<file path="src/rtl/dchan_map_pkg.sv">
package dchan_map_pkg;

    // System address width (bytes) and the address bit that alternates channels.
    parameter int MAP_ADDR_W  = 34;
    parameter int MAP_ILV_BIT = 6;

    localparam int MAP_SUM_W  = MAP_ADDR_W + 1;

    typedef logic [MAP_ADDR_W-1:0] sys_addr_t;
    typedef logic [MAP_SUM_W-1:0]  sum_t;

    typedef enum logic [1:0] {
        MAP_ILV   = 2'd0,
        MAP_STACK = 2'd1,
        MAP_FLEX  = 2'd2,
        MAP_ALT   = 2'd3
    } map_mode_e;

    typedef enum logic [2:0] {
        ZONE_ILV,
        ZONE_LOW_A,
        ZONE_HIGH_B,
        ZONE_REMAIN,
        ZONE_NONE
    } map_zone_e;

    // Boundaries derived once from the capacity registers.
    typedef struct packed {
        sum_t      ilv_top;
        sum_t      total;
        sum_t      cap_a;
        sys_addr_t min_cap;
        logic      big_is_b;
    } zone_cfg_t;

    typedef struct packed {
        logic [1:0] sel;
        sys_addr_t  ch_addr;
        logic       oor;
    } map_res_t;

    // Remove the interleave bit: upper bits slide down, line offset is kept.
    function automatic sys_addr_t squeeze_ilv(input sys_addr_t a);
        return {1'b0, a[MAP_ADDR_W-1:MAP_ILV_BIT+1], a[MAP_ILV_BIT-1:0]};
    endfunction

endpackage

</file>
<file path="src/rtl/map_zone_cfg.sv">
module map_zone_cfg
    import dchan_map_pkg::*;
(
    input  sys_addr_t cap_a,
    input  sys_addr_t cap_b,
    output zone_cfg_t zcfg
);
    sys_addr_t min_c;

    always_comb begin
        min_c          = (cap_a < cap_b) ? cap_a : cap_b;
        zcfg.min_cap   = min_c;
        zcfg.ilv_top   = {min_c, 1'b0};
        zcfg.total     = {1'b0, cap_a} + {1'b0, cap_b};
        zcfg.cap_a     = {1'b0, cap_a};
        zcfg.big_is_b  = (cap_b > cap_a);
    end
endmodule

</file>
<file path="src/rtl/map_zone_sel.sv">
module map_zone_sel
    import dchan_map_pkg::*;
(
    input  map_mode_e mode,
    input  sys_addr_t addr,
    input  sum_t      ilv_top,
    input  sum_t      total,
    input  sum_t      cap_a,
    output map_zone_e zone
);
    sum_t ext;

    always_comb begin
        ext  = {1'b0, addr};
        zone = ZONE_NONE;
        unique case (mode)
            MAP_ILV: begin
                if (ext < ilv_top) zone = ZONE_ILV;
            end
            MAP_FLEX: begin
                if (ext < ilv_top)    zone = ZONE_ILV;
                else if (ext < total) zone = ZONE_REMAIN;
            end
            MAP_STACK, MAP_ALT: begin
                if (ext < cap_a)      zone = ZONE_LOW_A;
                else if (ext < total) zone = ZONE_HIGH_B;
            end
            default: zone = ZONE_NONE;
        endcase
    end
endmodule

</file>
<file path="src/rtl/map_xlate.sv">
module map_xlate
    import dchan_map_pkg::*;
(
    input  map_zone_e zone,
    input  sys_addr_t addr,
    input  sum_t      cap_a,
    input  sys_addr_t min_cap,
    input  logic      big_is_b,
    output map_res_t  res
);
    sys_addr_t cap_a_n;

    always_comb begin
        cap_a_n     = cap_a[MAP_ADDR_W-1:0];
        res.sel     = 2'b00;
        res.ch_addr = '0;
        res.oor     = 1'b0;
        unique case (zone)
            ZONE_ILV: begin
                res.sel     = addr[MAP_ILV_BIT] ? 2'b10 : 2'b01;
                res.ch_addr = squeeze_ilv(addr);
            end
            ZONE_LOW_A: begin
                res.sel     = 2'b01;
                res.ch_addr = addr;
            end
            ZONE_HIGH_B: begin
                res.sel     = 2'b10;
                res.ch_addr = addr - cap_a_n;
            end
            ZONE_REMAIN: begin
                res.sel     = big_is_b ? 2'b10 : 2'b01;
                res.ch_addr = addr - min_cap;
            end
            default: begin
                res.oor     = 1'b1;
            end
        endcase
    end

    // cap_a carries a spare top bit for comparisons; it is always zero here.
    logic unused_top;
    assign unused_top = cap_a[MAP_SUM_W-1];
endmodule

</file>
<file path="src/rtl/dchan_addr_mapper.sv">
module dchan_addr_mapper
    import dchan_map_pkg::*;
(
    input  logic                  clk,
    input  logic                  rst,
    input  logic [1:0]            cfg_mode,
    input  logic [MAP_ADDR_W-1:0] cfg_cap_a,
    input  logic [MAP_ADDR_W-1:0] cfg_cap_b,
    input  logic                  req_valid,
    input  logic [MAP_ADDR_W-1:0] req_addr,
    output logic                  rsp_valid,
    output logic [1:0]            rsp_ch_sel,
    output logic [MAP_ADDR_W-1:0] rsp_ch_addr,
    output logic                  rsp_oor
);
    zone_cfg_t zcfg;
    map_zone_e zone;
    map_res_t  res_d;
    map_res_t  res_q;
    logic      vld_q;

    map_zone_cfg u_cfg (
        .cap_a (cfg_cap_a),
        .cap_b (cfg_cap_b),
        .zcfg  (zcfg)
    );

    map_zone_sel u_sel (
        .mode    (map_mode_e'(cfg_mode)),
        .addr    (req_addr),
        .ilv_top (zcfg.ilv_top),
        .total   (zcfg.total),
        .cap_a   (zcfg.cap_a),
        .zone    (zone)
    );

    map_xlate u_xl (
        .zone     (zone),
        .addr     (req_addr),
        .cap_a    (zcfg.cap_a),
        .min_cap  (zcfg.min_cap),
        .big_is_b (zcfg.big_is_b),
        .res      (res_d)
    );

    always_ff @(posedge clk) begin
        if (rst) begin
            vld_q <= 1'b0;
            res_q <= '0;
        end else begin
            vld_q <= req_valid;
            if (req_valid) res_q <= res_d;
        end
    end

    assign rsp_valid   = vld_q;
    assign rsp_ch_sel  = res_q.sel;
    assign rsp_ch_addr = res_q.ch_addr;
    assign rsp_oor     = res_q.oor;

    AST_RSP_FOLLOWS_REQ: assert property (@(posedge clk) disable iff (rst)
        req_valid |=> rsp_valid);
    AST_NO_SPURIOUS_RSP: assert property (@(posedge clk) disable iff (rst)
        !req_valid |=> !rsp_valid);
    AST_SEL_ONEHOT0: assert property (@(posedge clk) disable iff (rst)
        rsp_valid |-> $onehot0(rsp_ch_sel));
    AST_OOR_NO_SEL: assert property (@(posedge clk) disable iff (rst)
        (rsp_valid && rsp_oor) |-> (rsp_ch_sel == 2'b00 && rsp_ch_addr == '0));
    AST_INRANGE_HAS_SEL: assert property (@(posedge clk) disable iff (rst)
        (rsp_valid && !rsp_oor) |-> ($countones(rsp_ch_sel) == 1));
    AST_A_ADDR_BOUND: assert property (@(posedge clk) disable iff (rst)
        (rsp_valid && rsp_ch_sel[0]) |-> (rsp_ch_addr < $past(cfg_cap_a)));
    AST_B_ADDR_BOUND: assert property (@(posedge clk) disable iff (rst)
        (rsp_valid && rsp_ch_sel[1]) |-> (rsp_ch_addr < $past(cfg_cap_b)));
endmodule

</file>
<file path="config.mk">
export PLATFORM = sky130hd
export DESIGN_NAME = dchan_addr_mapper
export DESIGN_NICKNAME = d
export VERILOG_FILES = /design/src/rtl/dchan_map_pkg.sv /design/src/rtl/map_zone_cfg.sv /design/src/rtl/map_zone_sel.sv /design/src/rtl/map_xlate.sv /design/src/rtl/dchan_addr_mapper.sv
export SDC_FILE = /design/constraint.sdc
export NUM_CORES = 1
export LEC_CHECK = 0
export ABC_AREA = 1
export BUFFER_PORTS_ARGS = -buffer_cell sky130_fd_sc_hd__clkbuf_2
export CORE_MARGIN = 4
export CORE_UTILIZATION = 55
export CTS_CLUSTER_DIAMETER = 150
export DETAILED_ROUTE_END_ITERATION = 6
export GPL_TIMING_DRIVEN = 0
export HOLD_SLACK_MARGIN = 0.02
export MAX_ROUTING_LAYER = met4
export PLACE_DENSITY = 0.88
export SKIP_LAST_GASP = 1
export SLEW_MARGIN = 15
export SYNTH_ARGS = -nofsm -noshare
export SYNTH_HDL_FRONTEND = slang
export SYNTH_HIERARCHICAL = 1
export SYNTH_SLANG_ARGS = --single-unit
</file>
<file path="constraint.sdc">
create_clock -name clk -period 14.3 [get_ports clk]
set_input_delay 0.715 -clock clk [delete_from_list [all_inputs] [get_ports clk]]
set_output_delay 0.715 -clock clk [all_outputs]
set_load 0.1 [all_outputs]
</file>
### Word-level counts from Yosys, hierarchy flattened

Cells that the tools add are included.
W data, S select, Z words.

| word-level totals | value |
|---|---|
| flip-flop bits (word level) | 38 |
| output and inout bits | 38 |
| logic and storage cells | 33 |

| cells by class | value |
|---|---|
| add/subtract/negate cells | 3 |
| magnitude comparators | 5 |
| equality and inequality tests | 6 |
| mux-type cells | 11 |
| reduce and logical (&&, ||, !) cells | 4 |

Operators by type and width:

| kind | number |
|---|---|
| $pmux W36 S4 | 1 |
| $lt A34 B35 Y1 | 2 |
| $lt A34 B34 Y1 | 2 |
| $sub A34 B34 Y34 | 2 |
| $add A34 B34 Y35 | 1 |
| $gt A34 B34 Y1 | 1 |
| $mux W34 | 1 |
| $mux W3 | 5 |
| $pmux W3 S3 | 1 |
| $eq A3 B2 Y1 const B | 2 |
| $eq A2 B2 Y1 const B | 2 |
| $mux W2 | 2 |
| $reduce_or A4 Y1 | 1 |
| $eq A3 B1 Y1 const B | 1 |
| $logic_not A3 Y1 | 1 |
| $eq A2 B1 Y1 const B | 1 |
| $logic_not A2 Y1 | 1 |
| $reduce_or A2 Y1 | 1 |
| $mux W1 | 1 |

### Depth between registers and ports, before layout

| logic depth | value |
|---|---|
| word-level depth | 8 |
| depth in mapped cells | 54 |
| gate-level depth less buffers | 50 |

### Hierarchy

The synthesis kept the hierarchy.

By module, submodules not included:

| module | times used | cells an instance | area an instance (µm²) | sequential area each (µm²) |
|---|---|---|---|---|
| map_zone_cfg | 1 | 782 | 4236.6 | 0.0 |
| map_xlate | 1 | 639 | 3294.4 | 0.0 |
| map_zone_sel | 1 | 485 | 2834.0 | 0.0 |
| dchan_addr_mapper | 1 | 237 | 1536.5 | 760.7 |

### Worst setup path before layout

OpenSTA, ideal clock, no wires.

| timing | value |
|---|---|
| kind | in2reg |
| from | in cfg_cap_a[0] |
| to | reg res_q, in the netlist rsp_ch_addr[28] |
| library setup time | 0.118 ns |
| data arrival time | 5.436 ns |
| required time | 14.182 ns |
| slack | 8.746 ns |
| cell stages on the path | 46 |
| buffers on the path | 1 |
| cell sequence | ha_1 > inv_1 > fa_1 > inv_1 > nand2_1 > o21ai_2 > a21oi_1 > o21ai_0 > nand2_1 > nand2_1 > nand2_1 > nand2_1 > inv_1 > ha_1 > nand2_1 > nor2_1 > nand2_1 > nor2_2 > [10 not listed] > ha_1 > inv_1 > fa_1 > nand3_1 > nand2_1 > nand2_1 > nand2_1 > nand2_1 > nand2_1 > nand2_1 > nand2_1 > nand2_1 > nand3_1 > nand2_1 > inv_1 > nand2_1 > nand2_1 > nor2_1 |

RTL lines:

| item | RTL line | source |
|---|---|---|
| start, declared | dchan_addr_mapper.sv:7 | `input logic [MAP_ADDR_W-1:0] cfg_cap_a,` |
| end signal, assigned | dchan_addr_mapper.sv:52 | `if (req_valid) res_q <= res_d;` |
| end, declared | dchan_addr_mapper.sv:19 | `map_res_t res_q;` |

==> impl_metrics.toml <==
[critical_path]
crit_arrival_ps = 7420
critPathLaunchType = "primary input"
cpMaxStageDelayCell = "o21ai_0"
r2r_slack_ps = 13680
r2r_start = "rsp_ch_addr[1]$_SDFFE_PP0P_"
critPathKind = "in -> reg"
crit-reg2reg-capture = "rsp_ch_addr[1]$_SDFFE_PP0P_"
crit_path_start = "cfg_cap_a[0]"
cp_common_cell = "nand2_1"
ff2ff_path_depth = 2
critical_path.endpoint_type = "flop"
critPathMaxFanout = 10
critPathMaxStageDelay_ps = 540
critPathRequiredTime_ps = 14520

[cells_and_area]
fillerInstances = 2205
drive_gt1_frac = 0.1298
final_core_util = 0.6223
diodes = 0
num-nets-final = 2603
synthToLayoutAreaGrowth_pct = 10.61
final_common_cell = "nand2_1"
mostFrequentLayoutCells = "nand2_1, inv_1, nor2_1"

[grt]
overflow = 0
grt_pass1_wl_mm = 59.77
grt_max_degree = 13
antenna_found_initial = 0
grt_pass1_vias = 12683
track_usage = 0.3100

[routing]
dr_wl_met2_mm = 17.40
met1_length_mm = 16.29
drt_pre_antenna_iters = 6
ant_nets = 0
top_layer = "met4"
post-route-drc-count = 0
wirelength_mm = 37.38
avgViaCountPerCell = 5.244
wl_per_cell_um = 14.54
routed-via-count = 13478
first_iter_violations = 947
wl_met3_mm = 2.333

[timing]
fmax_mhz = 138.9
finalSetupTns_ps = 0
worst_slew_pin_slew_ps = 636.6
drv_slew = 0
rsz0062_at_grt = "no"
min_period_ps = 7199
setup_viol = 0
finalCritPeriodShare = 0.5035
clock_skew_ps = 0
finalHoldViolCount = 0
relSlewSlack = 0.5711

[die]
fp.dieH_um = 155.1
die_w_um = 155.1
start_util = 0.5626
die_area_um2 = 24060
core-area_um2 = 21150
io-pin-count = 145
rows = 53

[pwr]
pwr-share-seq = 0.129
power.density_nw_per_um2 = 72.01
p_total_mw = 0.9480
switching_share = 0.5280
intPower_mw = 0.4475
pwr-share-clk = 0.154
netSwitchingPower_mw = 0.5005
p_leak_nw = 8.377
ir_drop_mv = 0.05413
p_comb_frac = 0.716

[synthesis]
synth-seq-area-share = 0.06392
syn_area_per_cell_um2 = 5.554
synth-seq-cells = 38
ys.flop_type = "dfxtp_1"
synth_edf_count = 0
syn_inst = 2143
synth_area_um2 = 11900
synthArstFlopShare = 0
yosysWarningCount = 6
ys_types = 40

[cts]
cts_resized = 0
cts_tree = "done"
postCtsSetupBuffers = 0
clock_latency_ps = 280
numCtsBuffers = 5
h-tree-depth = 2
root_buffer = "clkbuf_16"
path_clk_slew_ps = 50
postCtsHoldBufs = 0
clock_path_buffers = 2
clock-sinks = 38

[min_path]
min_from = "rsp_ch_addr[19]$_SDFFE_PP0P_"
min_to = "rsp_ch_addr[19]$_SDFFE_PP0P_"
holdPathStages = 2
hold_class = "reg -> reg"

[placement]
gp_congestion = 0.9886
dp_hpwl_mm = 32.77
port_buffers = 143

[run]
maxCapViolations = 0

[run_status]
status = "completed"
-- routing by layer --
| layer | GRT usage | up-vias |
|---|---|---|
| met5 | - | - |
| met4 | 0.1140 | 0 |
| met3 | 0.01446 | 97 |
| met2 | 0.5299 | 505 |
| met1 | 0.3888 | 5965 |
| li1 | - | 6911 |
-- sequential cells by signal, summed over array words and instances, names as in the netlist --
register     count
rsp_oor          1
rsp_ch_addr     34
rsp_ch_sel       2
rsp_valid        1
-- kinds of logic after synthesis --
group | share of synthesized area
adders and majority gates | 0.2136
and+or+nand+nor | 0.3670
DFF | 0.06392
other | 0.0003151
xor gates and xnor gates | 0.02061
buffers and inverters | 0.1938
muxes | 0.02786
AOI/OAI and AO/OA | 0.1129
-- Yosys cell counts (all sizes together) (2+ instances only) --
cell type | count | area (um2)
o221ai | 5 | 43.79
fa | 2 | 40.04
nand4 | 8 | 50.05
mux2i | 32 | 320.3
nand3b | 5 | 37.54
or2 | 2 | 12.51
o21ai | 71 | 362.8
and2 | 2 | 12.51
xor2 | 21 | 183.9
nor2 | 237 | 914.6
nor3 | 21 | 120.1
nand3 | 130 | 680.7
ha | 200 | 2502
nand2 | 668 | 2532
buf | 101 | 737.0
inv | 417 | 1565
dfxtp | 38 | 760.7
o21bai | 10 | 75.07
a21o | 10 | 75.07
xnor2 | 7 | 61.31
o21a | 2 | 15.01
a21oi | 135 | 675.7
o22ai | 13 | 81.33
-- worst max path at each step --
stage / end / depth (start not counted)
3_5_place_dp: rsp_ch_addr[30]$_SDFFE_PP0P_ / 44
4_1_cts: rsp_ch_addr[31]$_SDFFE_PP0P_ / 44
5_1_grt: rsp_ch_addr[30]$_SDFFE_PP0P_ / 44
6_report: rsp_ch_addr[30]$_SDFFE_PP0P_ / 44
3_3_place_gp: rsp_ch_addr[27]$_SDFFE_PP0P_ / 43
2_1_floorplan: rsp_ch_addr[28]$_SDFFE_PP0P_ / 46
-- metrics by stage --
| step | hold WS (ps) | setup slack [ps] | cell area [um2] | std cells |
|---|---|---|---|---|
| 2_1_floorplan | 786.3 | 8746 | 11910 | 2144 |
| 3_3_place_gp | 456.9 | 7044 | 12960 | 2562 |
| 3_5_place_dp | 461.5 | 6907 | 12960 | 2562 |
| 6_report | 469.3 | 7101 | 13160 | 2570 |
| 4_1_cts | 469.8 | 7192 | 13160 | 2570 |
| 5_1_grt | 480.5 | 6511 | 13160 | 2570 |
-- area by class of cell --
type                            count  area, um2  share of cell area
Buffer                            102      740.7             0.05627
Clock buffer                        6      138.9             0.01055
Clock inverter                      2      60.06            0.004562
Inverter                          417       1565              0.1189
Multi-Input combinational cell   1587       8838              0.6714
Sequential cell                    38      760.7             0.05779
Tap cell                          275      344.1             0.02614
Timing Repair Buffer              143      715.7             0.05437
-- critical path, delay by kind of cell --
kind	cells	cell delay, ps
compound gates	6	1630
simple gates	24	2330
fa+ha+maj	4	1300
mux	1	280
buf+inv	9	1140
-- power by group through the flow --
stage / combinational (mW) / clock [mW] / sequential [mW]
final: 0.679 / 0.146 / 0.123
after global routing: 0.758 / 0.151 / 0.124
after floorplan: 0.425 / 0 / 0.204
after global placement: 0.648 / 0 / 0.124
after CTS: 0.668 / 0.148 / 0.123
after detailed placement: 0.665 / 0 / 0.125
(Power assumes the default switching activity.)
